**src/rtl/cke_trk_pkg.sv**
```systemverilog
// Shared types for the clock-enable power state tracker.
// Assumes: state encodings are visible at the top ports and must stay fixed.
package cke_trk_pkg;

    typedef enum logic [2:0] {
        PS_IDLE     = 3'd0,
        PS_ACTIVE   = 3'd1,
        PS_PRE_PD   = 3'd2,
        PS_ACT_PD   = 3'd3,
        PS_SELF_REF = 3'd4
    } pwr_state_e;

    typedef enum logic [2:0] {
        CMD_DESEL   = 3'd0,
        CMD_NOP     = 3'd1,
        CMD_REFRESH = 3'd2,
        CMD_READ    = 3'd3,
        CMD_OTHER   = 3'd4
    } cmd_e;

    typedef struct packed {
        logic pd_entry;
        logic pd_exit;
        logic sr_entry;
        logic sr_exit;
    } pwr_events_t;

endpackage

```
**src/rtl/cke_cmd_decode.sv**
```systemverilog
// Classifies the active-low command strobes into the few command classes
// the tracker cares about. Purely combinational.
// Assumes: strobes are already registered by the interface.
module cke_cmd_decode
    import cke_trk_pkg::*;
(
    input  logic cs_n,
    input  logic ras_n,
    input  logic cas_n,
    input  logic we_n,
    output cmd_e cmd,
    output logic quiet_cmd
);

    // Map the strobe pattern onto a command class.
    always_comb begin
        if (cs_n) begin
            cmd = CMD_DESEL;
        end else begin
            unique case ({ras_n, cas_n, we_n})
                3'b111:  cmd = CMD_NOP;
                3'b001:  cmd = CMD_REFRESH;
                3'b101:  cmd = CMD_READ;
                default: cmd = CMD_OTHER;
            endcase
        end
    end

    // Deselect and no-operation are the only commands legal around transitions.
    always_comb quiet_cmd = (cmd == CMD_DESEL) || (cmd == CMD_NOP);

endmodule

```
**src/rtl/cke_width_monitor.sv**
```systemverilog
// Counts edges since the last clock-enable change and flags a change that
// arrives before MIN_EDGES edges at the previous level.
// Assumes: hist_vld is low only on the first edge after reset.
module cke_width_monitor #(
    parameter int unsigned MIN_EDGES = 3
) (
    input  logic clk,
    input  logic rst_n,
    input  logic hist_vld,
    input  logic cke,
    input  logic cke_prev,
    output logic width_viol
);

    localparam int unsigned RUN_W = $clog2(MIN_EDGES + 1);
    localparam logic [RUN_W-1:0] RUN_MAX = RUN_W'(MIN_EDGES);

    logic [RUN_W-1:0] run_q;
    logic             level_change;

    // A change is a difference between this edge and the previous edge.
    always_comb level_change = hist_vld && (cke != cke_prev);

    // Saturating count of edges spent at the current level.
    always_ff @(posedge clk) begin
        if (!rst_n) begin
            run_q <= RUN_MAX;
        end else if (!hist_vld) begin
            run_q <= RUN_MAX;
        end else if (level_change) begin
            run_q <= RUN_W'(1);
        end else if (run_q < RUN_MAX) begin
            run_q <= run_q + RUN_W'(1);
        end
    end

    // Flag a change that comes before the old level was held long enough.
    always_comb width_viol = level_change && (run_q < RUN_MAX);

    AST_RUN_IN_RANGE: assert property (@(posedge clk) disable iff (!rst_n)
        (run_q != '0) && (run_q <= RUN_MAX));

endmodule

```
**src/rtl/cke_sr_exit_window.sv**
```systemverilog
// Times the edges after a self-refresh exit and flags commands that come
// too early: any non-quiet command before CMD_DLY, any read before READ_DLY.
// Assumes: CMD_DLY <= READ_DLY and READ_DLY >= 2.
module cke_sr_exit_window
    import cke_trk_pkg::*;
#(
    parameter int unsigned CMD_DLY  = 10,
    parameter int unsigned READ_DLY = 200
) (
    input  logic clk,
    input  logic rst_n,
    input  logic sr_exit_now,
    input  cmd_e cmd,
    input  logic quiet_cmd,
    output logic window_viol
);

    localparam int unsigned CNT_W = $clog2(READ_DLY + 1);
    localparam logic [CNT_W-1:0] CMD_LIM  = CNT_W'(CMD_DLY);
    localparam logic [CNT_W-1:0] READ_LIM = CNT_W'(READ_DLY);

    logic             active_q;
    logic [CNT_W-1:0] edge_k_q;

    // Edge index k since the exit edge; the window closes after edge READ_DLY-1.
    always_ff @(posedge clk) begin
        if (!rst_n) begin
            active_q <= 1'b0;
            edge_k_q <= '0;
        end else if (sr_exit_now) begin
            active_q <= 1'b1;
            edge_k_q <= CNT_W'(1);
        end else if (active_q) begin
            if (edge_k_q >= READ_LIM - CNT_W'(1)) begin
                active_q <= 1'b0;
            end
            edge_k_q <= edge_k_q + CNT_W'(1);
        end
    end

    // Judge the command on this edge against both windows.
    always_comb begin
        window_viol = 1'b0;
        if (active_q) begin
            if (!quiet_cmd && (edge_k_q < CMD_LIM)) window_viol = 1'b1;
            if ((cmd == CMD_READ) && (edge_k_q < READ_LIM)) window_viol = 1'b1;
        end
    end

    AST_WINDOW_INDEX: assert property (@(posedge clk) disable iff (!rst_n)
        active_q |-> ((edge_k_q != '0) && (edge_k_q < READ_LIM)));

    AST_WINDOW_OPENS: assert property (@(posedge clk) disable iff (!rst_n)
        sr_exit_now |=> active_q);

endmodule

```
**src/rtl/cke_power_fsm.sv**
```systemverilog
// Power state machine. Each edge is decided by the previous and current
// clock-enable levels and the state held before the edge. Emits one-cycle
// event pulses and raw (non-sticky) violation strobes for this edge.
// Assumes: hist_vld is low only on the first edge after reset.
module cke_power_fsm
    import cke_trk_pkg::*;
(
    input  logic        clk,
    input  logic        rst_n,
    input  logic        hist_vld,
    input  logic        cke,
    input  logic        cke_prev,
    input  cmd_e        cmd,
    input  logic        quiet_cmd,
    input  logic        bank_open,
    input  logic        op_busy,
    output pwr_state_e  state_q,
    output pwr_events_t events_q,
    output logic        trans_viol,
    output logic        busy_viol,
    output logic        sr_exit_now
);

    pwr_state_e  state_d;
    pwr_events_t events_d;
    pwr_state_e  pd_target;
    logic        awake;
    logic        asleep;

    // Classify the pre-edge state and the power-down target for an entry.
    always_comb begin
        awake     = (state_q == PS_IDLE) || (state_q == PS_ACTIVE);
        asleep    = (state_q == PS_PRE_PD) || (state_q == PS_ACT_PD) ||
                    (state_q == PS_SELF_REF);
        pd_target = bank_open ? PS_ACT_PD : PS_PRE_PD;
    end

    // Transition table over {previous CKE, current CKE} and the current state.
    always_comb begin
        state_d     = state_q;
        events_d    = '0;
        trans_viol  = 1'b0;
        busy_viol   = 1'b0;
        sr_exit_now = 1'b0;
        if (hist_vld) begin
            unique case ({cke_prev, cke})
                2'b11: begin
                    if (awake) begin
                        state_d = bank_open ? PS_ACTIVE : PS_IDLE;
                    end else begin
                        trans_viol = 1'b1;
                    end
                end
                2'b10: begin
                    if (awake) begin
                        busy_viol = op_busy;
                        if ((cmd == CMD_REFRESH) && (state_q == PS_IDLE) && !bank_open) begin
                            state_d           = PS_SELF_REF;
                            events_d.sr_entry = 1'b1;
                        end else begin
                            state_d           = pd_target;
                            events_d.pd_entry = 1'b1;
                            trans_viol        = !quiet_cmd;
                        end
                    end else begin
                        trans_viol = 1'b1;
                    end
                end
                2'b00: begin
                    if (!asleep) begin
                        trans_viol = 1'b1;
                    end
                end
                default: begin
                    unique case (state_q)
                        PS_PRE_PD: begin
                            state_d          = PS_IDLE;
                            events_d.pd_exit = 1'b1;
                            trans_viol       = !quiet_cmd;
                        end
                        PS_ACT_PD: begin
                            state_d          = PS_ACTIVE;
                            events_d.pd_exit = 1'b1;
                            trans_viol       = !quiet_cmd;
                        end
                        PS_SELF_REF: begin
                            state_d          = PS_IDLE;
                            events_d.sr_exit = 1'b1;
                            sr_exit_now      = 1'b1;
                            trans_viol       = !quiet_cmd;
                        end
                        default: trans_viol = 1'b1;
                    endcase
                end
            endcase
        end
    end

    // Register the state and the event pulses.
    always_ff @(posedge clk) begin
        if (!rst_n) begin
            state_q  <= PS_IDLE;
            events_q <= '0;
        end else begin
            state_q  <= state_d;
            events_q <= events_d;
        end
    end

    AST_ONE_EVENT: assert property (@(posedge clk) disable iff (!rst_n)
        $onehot0(events_q));

    AST_LOW_HOLDS_STATE: assert property (@(posedge clk) disable iff (!rst_n)
        (hist_vld && !cke_prev && !cke && asleep) |=> $stable(state_q));

    AST_SR_ONLY_FROM_IDLE: assert property (@(posedge clk) disable iff (!rst_n)
        events_q.sr_entry |-> ($past(state_q) == PS_IDLE));

    AST_EXIT_NEEDS_HIGH: assert property (@(posedge clk) disable iff (!rst_n)
        (events_q.pd_exit || events_q.sr_exit) |-> ($past(cke) && !$past(cke_prev)));

    AST_ENTRY_NEEDS_LOW: assert property (@(posedge clk) disable iff (!rst_n)
        (events_q.pd_entry || events_q.sr_entry) |-> (!$past(cke) && $past(cke_prev)));

endmodule

```
**src/rtl/cke_power_tracker.sv**
```systemverilog
// Top of the clock-enable power state tracker. Holds the clock-enable
// history, ties the decoder, state machine and timing monitors together and
// keeps the sticky error flags.
// Assumes: all inputs are synchronous to clk; open_banks never exceeds BANKS.
module cke_power_tracker
    import cke_trk_pkg::*;
#(
    parameter int unsigned BANKS       = 8,
    parameter int unsigned BANK_CNT_W  = $clog2(BANKS + 1),
    parameter int unsigned CKE_MIN     = 3,
    parameter int unsigned SR_CMD_DLY  = 10,
    parameter int unsigned SR_READ_DLY = 200
) (
    input  logic                  clk,
    input  logic                  rst_n,
    input  logic                  cke,
    input  logic                  cs_n,
    input  logic                  ras_n,
    input  logic                  cas_n,
    input  logic                  we_n,
    input  logic [BANK_CNT_W-1:0] open_banks,
    input  logic                  op_busy,
    output logic [2:0]            pwr_state,
    output logic                  ev_pd_entry,
    output logic                  ev_pd_exit,
    output logic                  ev_sr_entry,
    output logic                  ev_sr_exit,
    output logic                  err_transition,
    output logic                  err_cke_width,
    output logic                  err_busy_entry,
    output logic                  err_sr_window
);

    logic        hist_vld_q;
    logic        cke_prev_q;
    cmd_e        cmd;
    logic        quiet_cmd;
    logic        bank_open;
    pwr_state_e  state_q;
    pwr_events_t events_q;
    logic        trans_viol;
    logic        busy_viol;
    logic        sr_exit_now;
    logic        width_viol;
    logic        window_viol;

    // Any nonzero bank count means at least one row is open.
    always_comb bank_open = (open_banks != '0);

    // Clock-enable history: the first edge after reset only fills it.
    always_ff @(posedge clk) begin
        if (!rst_n) begin
            hist_vld_q <= 1'b0;
            cke_prev_q <= 1'b0;
        end else begin
            hist_vld_q <= 1'b1;
            cke_prev_q <= cke;
        end
    end

    cke_cmd_decode u_decode (
        .cs_n      (cs_n),
        .ras_n     (ras_n),
        .cas_n     (cas_n),
        .we_n      (we_n),
        .cmd       (cmd),
        .quiet_cmd (quiet_cmd)
    );

    cke_power_fsm u_fsm (
        .clk         (clk),
        .rst_n       (rst_n),
        .hist_vld    (hist_vld_q),
        .cke         (cke),
        .cke_prev    (cke_prev_q),
        .cmd         (cmd),
        .quiet_cmd   (quiet_cmd),
        .bank_open   (bank_open),
        .op_busy     (op_busy),
        .state_q     (state_q),
        .events_q    (events_q),
        .trans_viol  (trans_viol),
        .busy_viol   (busy_viol),
        .sr_exit_now (sr_exit_now)
    );

    cke_width_monitor #(
        .MIN_EDGES (CKE_MIN)
    ) u_width (
        .clk        (clk),
        .rst_n      (rst_n),
        .hist_vld   (hist_vld_q),
        .cke        (cke),
        .cke_prev   (cke_prev_q),
        .width_viol (width_viol)
    );

    cke_sr_exit_window #(
        .CMD_DLY  (SR_CMD_DLY),
        .READ_DLY (SR_READ_DLY)
    ) u_window (
        .clk         (clk),
        .rst_n       (rst_n),
        .sr_exit_now (sr_exit_now),
        .cmd         (cmd),
        .quiet_cmd   (quiet_cmd),
        .window_viol (window_viol)
    );

    // Sticky error flags, cleared only by reset.
    always_ff @(posedge clk) begin
        if (!rst_n) begin
            err_transition <= 1'b0;
            err_cke_width  <= 1'b0;
            err_busy_entry <= 1'b0;
            err_sr_window  <= 1'b0;
        end else begin
            err_transition <= err_transition | trans_viol;
            err_cke_width  <= err_cke_width  | width_viol;
            err_busy_entry <= err_busy_entry | busy_viol;
            err_sr_window  <= err_sr_window  | window_viol;
        end
    end

    // Drive the state and event ports from the state machine.
    always_comb begin
        pwr_state   = state_q;
        ev_pd_entry = events_q.pd_entry;
        ev_pd_exit  = events_q.pd_exit;
        ev_sr_entry = events_q.sr_entry;
        ev_sr_exit  = events_q.sr_exit;
    end

    AST_ERRORS_STICK: assert property (@(posedge clk) disable iff (!rst_n)
        ($past(err_transition) |-> err_transition) and
        ($past(err_cke_width)  |-> err_cke_width)  and
        ($past(err_busy_entry) |-> err_busy_entry) and
        ($past(err_sr_window)  |-> err_sr_window));

    AST_BUSY_ONLY_ON_ENTRY: assert property (@(posedge clk) disable iff (!rst_n)
        (!err_busy_entry ##1 err_busy_entry) |-> ($past(ev_pd_entry || ev_sr_entry, 1) || ev_pd_entry || ev_sr_entry));

endmodule

```
**config.mk**
```make
export PLATFORM = sky130hd
export DESIGN_NAME = cke_power_tracker
export DESIGN_NICKNAME = d
export VERILOG_FILES = /design/src/rtl/cke_trk_pkg.sv /design/src/rtl/cke_cmd_decode.sv /design/src/rtl/cke_width_monitor.sv /design/src/rtl/cke_sr_exit_window.sv /design/src/rtl/cke_power_fsm.sv /design/src/rtl/cke_power_tracker.sv
export SDC_FILE = /design/constraint.sdc
export NUM_CORES = 1
export LEC_CHECK = 0
export BUFFER_PORTS_ARGS = -buffer_cell sky130_fd_sc_hd__buf_4
export CORE_UTILIZATION = 51
export DETAILED_ROUTE_END_ITERATION = 7
export GPL_TIMING_DRIVEN = 0
export PLACE_DENSITY_LB_ADDON = 0.2
export SLEW_MARGIN = 20
export SYNTH_ARGS = -nofsm -noshare
export SYNTH_HDL_FRONTEND = slang
export SYNTH_SLANG_ARGS = --single-unit
```
**constraint.sdc**
```tcl
create_clock -name clk -period 1.8 [get_ports clk]
set_clock_uncertainty 0.05 [all_clocks]
set_input_delay 0.18 -clock clk [delete_from_list [all_inputs] [get_ports clk]]
set_output_delay 0.18 -clock clk [all_outputs]
set_load 0.1 [all_outputs]
```
==> results of run 1 <==
==> per-layer routing <==
metal  GRT usage (%)  up-vias
met4            7.35        0
li1                -      501
met3            3.12        4
met2            35.8       21
met1            26.5      454
met5               0        -
==> sequential cells by signal, summed over array words and instances, names as in the netlist <==
register,count
u_window.edge_k_q,8
u_fsm.events_q,4
u_fsm.state_q,3
u_width.run_q,2
cke_prev_q,1
err_busy_entry,1
err_cke_width,1
err_sr_window,1
err_transition,1
hist_vld_q,1
u_window.active_q,1
==> stage by stage <==
step / util (%) / hold WS [ns] / cell area (um2) / setup slack, ns
after detailed placement: 66.4 / 0.244 / 1340 / -0.0684
after global routing: 69.6 / 0.0553 / 1410 / 0.00590
final: 69.6 / 0.0658 / 1410 / 0.0430
after CTS: 69.4 / 0.0593 / 1400 / 0.00844
after floorplan: - / 0.158 / 1140 / 0.0890
after global placement: 66.4 / 0.242 / 1340 / -0.0515
==> area by class of cell <==
type / count / area, um2
inverter: 7 / 26.3
timing repair buffer: 23 / 175
sequential: 24 / 488
fill: 155 / 614
multi-input combinational: 95 / 627
tap: 27 / 33.8
clock buffer: 4 / 47.5
buffer: 2 / 10.0
==> path summary, 6_finish.rpt <==
path / start / to / slack [ns]
setup reg to reg: cke_prev_q$_SDFF_PN0_ / err_transition$_SDFF_PN0_ / 0.04
hold / removal: op_busy / err_busy_entry$_SDFF_PN0_ / 0.07
hold reg to reg: err_transition$_SDFF_PN0_ / err_transition$_SDFF_PN0_ / 0.42
setup / recovery: cke_prev_q$_SDFF_PN0_ / err_transition$_SDFF_PN0_ / 0.04
==> report_power, final <==
group | internal (W) | switching [W]
combinational | 0.0000524 | 0.0000882
sequential | 0.000540 | 0.00000769
clock | 0.000170 | 0.000169
total | 0.000762 | 0.000265
==> cells by family after synthesis <==
family,after synthesis
simple gates,55
fa+ha+maj,7
compound gates,21
xor+xnor,8
flops,24
buf+inv,9
mux,4
==> what timing repair did <==
item / CTS / global route
gates resized for setup: 1 / 2
hold endpoints to repair: 1 / 0
setup endpoints to repair: 1 / 1
buffers inserted: 0 / 0
gates cloned: 0 / 0
hold buffers: 1 / 0
==> Yosys cell counts, types with 3 or more instances <==
cell,number
xnor2_1,5
o21ai_0,3
ha_1,7
nand2_1,11
mux2i_1,4
xor2_1,3
inv_1,7
dfxtp_1,24
nor4_1,4
nor2_1,16
a31oi_1,3
nand3_1,5
or2_2,3
a21oi_1,4
nand4_1,4
==> worst max-delay path: cells and delay by family (launching register included) <==
kind            cells  cell delay, ns
compound gates      3            0.51
fa+ha+maj           1            0.21
flops               1            0.36
simple gates        1            0.53
==> layout by cell type, fill, tap and decap left out, types with 5 or more instances in the layout <==
| cell type | netlist | routed |
|---|---|---|
| nor2_1 | 16 | 16 |
| nand3_1 | 5 | 5 |
| nand2_1 | 11 | 11 |
| ha_1 | 7 | 6 |
| xnor2_1 | 5 | 5 |
| buf_4 | 0 | 22 |
| dfxtp_1 | 24 | 20 |
| inv_1 | 7 | 7 |
==> flow_summary.yaml, run 1 <==
sta:
  fmax_ghz: 0.569
  timing.final.crit_period_ns: 1.76
  final_max_slew_viol_count: 0
  tns_ns: 0
  worstMarginPinSlew_ns: 0.631
  hold_viol_final: 0
  timing.slew.headroom_pct: 57.5
  setup_violations: 0
  grt_setup_unrepaired: "false"
  min_period_over_period_pct: 97.6
synthesis:
  netlist_area_um2: 1140
  syn_inst: 128
  synth_compound_area_share_pct: 12.9
  avgSynthCellArea_um2: 8.89
  synth_flop_cell: "dfxtp_1"
  yosysSeqAreaShare_pct: 42.2
  synth_top_family_by_area: "simple AND/OR/NAND/NOR gates"
  syn_nets: 147
  synth_top_cell_by_area: "dfxtp_1"
  synth-xor-area-share_pct: 6.16
  yosys-top-cells-area: "dfxtp_1 42%, ha_1 7.7%, nor2_1 5.3%"
  ys_warn_count: 0
  synthSimpleGateAreaFrac_pct: 24.3
  synth_mux_area_share_pct: 3.52
  ys_ff_latch: 24
  synthAdderAreaFrac_pct: 7.70
  synth_top_area_share_pct: 42.2
  synth_edf_count: 0
  synth.distinct_cells: 35
  async_flop_share_pct: 0
detailed_routing:
  drtIter0Drc: 4
  num_vias: 980
  m1WireLength_um: 1130
  wl_per_cell_um: 12.6
  routed.top_layer: "met4"
  dr.pass1.iters: 4
  routed-wl-met3_um: 89
  ant_nets: 0
  drcViolationCount: 0
  routed_via_density: 5.38
  met2WireLength_um: 1050
  wl_um: 2290
floorplan:
  die_x_um: 49.2
  die-area_um2: 2420
  core-area_um2: 2020
  start_util_pct: 56.3
  io_pins: 23
  rows: 16
  fp.dieH_um: 49.2
final_layout:
  diodes: 0
  areaGrowthSynthToFinish_pct: 23.8
  fin_cells: 182
  nNetsFinal: 175
  drive_gt1_share_pct: 25.2
place:
  hpwl_um: 1700
  place.gp.congestion: 0.838
  post-place-cells: 177
  numPortBuffers: 22
setup_path:
  cp_slowest_cell: "or4b_4"
  worstPathRequired_ns: 1.97
  ff2ff_path_depth: 5
  start_kind: "flop"
  arrival_ns: 1.93
  path_cells: "ha_2, or4b_4, a21o_1, a221oi_2, o31ai_1"
  slowest_delay_ns: 0.53
  critPathCaptureType: "flop"
  crit_fanout: 6
  crit_type: "reg2reg"
power_and_ir_drop:
  power.density_nw_per_um2: 730
  max-vdd-ir-drop_mv: 0.533
  leakage_nw: 0.605
  finalPower_w: 0.00103
clock_tree:
  htree_levels: 1
  clk_pin_slew_ns: 0.14
  cts_root_buf: "clkbuf_4"
  clock_latency_ns: 0.32
  cts_made_buffers: 3
  clock_path_buffers: 2
  clock-sinks: 24
  cts_tree: "built"
flow_run:
  cap_viol_max_count: 0
hold_path:
  whs_path_depth: 3
  min_path_type: "in2reg"
grt:
  track_usage_pct: 21.0
  grt_antenna_before_repair: 0
  grt_pass1_wl_um: 4000
  first_global_vias: 932
  overflow: 0
  grt_max_degree: 15
run_status:
  status: "finished clean"
(Power assumes the default switching activity.)
==> run 2: changes to the inputs <==
--- a/config.mk
+++ b/config.mk
@@ -10,6 +10,7 @@
 export DETAILED_ROUTE_END_ITERATION = 7
 export GPL_TIMING_DRIVEN = 0
 export PLACE_DENSITY_LB_ADDON = 0.2
+export RECOVER_POWER = 50
 export SLEW_MARGIN = 20
 export SYNTH_ARGS = -nofsm -noshare
 export SYNTH_HDL_FRONTEND = slang
==> run 2 against run 1 <==
Effect of this change:
- global-route usage did not move
- critical path type unchanged
- register-to-register slack about the same
- die area unchanged
- largest power group unchanged
- largest cell class unchanged
==> flow_summary.yaml, run 2 (same netlist as run 1, synthesis figures left out) <==
detailed_routing:
  drcViolationCount: 0
  routed_via_density: 5.40
  wl_um: 2290
  wl_per_cell_um: 12.6
  num_vias: 982
  drtIter0Drc: 8
  dr.pass1.iters: 4
  ant_nets: 0
floorplan:
  io_pins: 23
  rows: 16
  start_util_pct: 56.3
  die-area_um2: 2420
  fp.dieH_um: 49.2
  die_x_um: 49.2
  core-area_um2: 2020
grt:
  overflow: 0
  grt_antenna_before_repair: 0
  grt_pass1_wl_um: 4000
  first_global_vias: 932
  track_usage_pct: 21.0
  grt_max_degree: 15
setup_path:
  path_delay_family: "simple AND/OR/NAND/NOR gates"
  crit_buf_inv: 0
  critPathCaptureType: "flop"
  worstPathRequired_ns: 1.97
  slowest_delay_ns: 0.53
  cp_slowest_cell: "or4b_4"
  path_cells: "ha_2, or4b_4, a21o_1, a221oi_2, o31ai_1"
  start_kind: "flop"
  crit_type: "reg2reg"
  arrival_ns: 1.92
  crit_fanout: 6
sta:
  hold_viol_final: 0
  finalWorstSetupSlack_ns: 0.0445
  grt_setup_unrepaired: "false"
  setup_violations: 0
  timing.slew.headroom_pct: 55.8
  fmax_ghz: 0.570
  timing.final.crit_period_ns: 1.76
  final_max_slew_viol_count: 0
  min_period_over_period_pct: 97.5
  worstMarginPinSlew_ns: 0.656
power_and_ir_drop:
  power.density_nw_per_um2: 745
  leakage_nw: 0.593
  finalPower_w: 0.00103
  max-vdd-ir-drop_mv: 0.534
final_layout:
  layout_commonest_cell: "dfxtp_1"
  diodes: 0
  regMostFlops: "u_window.edge_k_q"
  layout_common_cells: "21 x dfxtp_1, 16 x nor2_1, 11 x nand2_1, 11 x clkbuf_2, 10 x buf_4"
  largest_reg_flops: 8
  fin_cells: 182
  reg_top3: "u_window.edge_k_q: 8 flops, u_fsm.events_q: 4 flops, u_fsm.state_q: 3 flops"
  drive_gt1_share_pct: 24.5
  nNetsFinal: 175
  postLayoutCoreUtil_pct: 68.1
  areaGrowthSynthToFinish_pct: 21.0
place:
  dpl_worst_slack_ns: -0.0684
  place.gp.congestion: 0.838
  hpwl_um: 1700
  numPortBuffers: 22
  post-place-cells: 177
hold_path:
  min_path_type: "in2reg"
clock_tree:
  cts_tree: "built"
  clock_latency_ns: 0.32
  cts_root_buf: "clkbuf_4"
  clock-sinks: 24
  cts_made_buffers: 3
  clk_pin_slew_ns: 0.14
  htree_levels: 1
  clock_path_buffers: 2
flow_run:
  cap_viol_max_count: 0
run_status:
  status: "finished clean"
run 2: cell types whose count changed in the layout (fill, tap and decap cells not counted):
cell      previous run  this run
buf_4               22        10
or2_0                0         1
dfxtp_1             20        21
or2_1                1         0
clkbuf_4             3         4
dfxtp_4              1         0
clkbuf_2             0        11
run 2: final timing paths:
kind / from / slack, ns / to / cells past startpoint
min reg2reg: err_transition$_SDFF_PN0_ / 0.42 / err_transition$_SDFF_PN0_ / 2
min: op_busy / 0.06 / err_busy_entry$_SDFF_PN0_ / 3
max: cke_prev_q$_SDFF_PN0_ / 0.04 / err_transition$_SDFF_PN0_ / 5
max reg2reg: cke_prev_q$_SDFF_PN0_ / 0.04 / err_transition$_SDFF_PN0_ / 5
run 2: worst register-to-register path: cells and delay by family, from the launching register on:
kind,cells,cell delay (ns)
flip-flops,1,0.36
AO/OA/AOI/OAI,3,0.51
adder cells (fa/ha/maj),1,0.21
AND/OR/NAND/NOR,1,0.53
run 2: what timing repair did:
item / 4_1_cts / 5_1_grt
endpoints found under the setup margin: 1 / 1
setup buffers: 0 / 0
pin swaps: 0 / 0
resized for setup: 1 / 2
hold buffers: 1 / 0
hold endpoints to repair: 1 / 0
run 2: cell type report:
type / instances / area, um2
Inverter: 7 / 26.3
Buffer: 2 / 10.0
Fill cell: 165 / 646
Timing Repair Buffer: 23 / 148
Tap cell: 27 / 33.8
Clock buffer: 4 / 47.5
Multi-Input combinational cell: 95 / 627
Sequential cell: 24 / 484
run 2: report_power, final:
part / total (W) / internal, W / switching, W
clock: 0.000339 / 0.000170 / 0.000169
sequential: 0.000549 / 0.000542 / 0.00000758
combinational: 0.000137 / 0.0000489 / 0.0000882
run 2: per-stage QoR:
stage	hold slack [ns]	cell area [um2]	TNS, ns
after floorplan	0.158	1140	0
after global placement	0.242	1340	-0.0515
after detailed placement	0.244	1340	-0.119
after CTS	0.0593	1400	0
after global routing	0.0553	1380	0
final	0.0621	1380	0
run 2: per-layer routing:
metal / part of all wire [%] / global-route usage (%) / vias to the layer above
li1: - / - / 501
met1: 50 / 26.5 / 456
met2: 45 / 35.8 / 21
met3: 3.8 / 3.12 / 4
met4: 1.2 / 7.35 / 0
met5: 0 / 0 / -
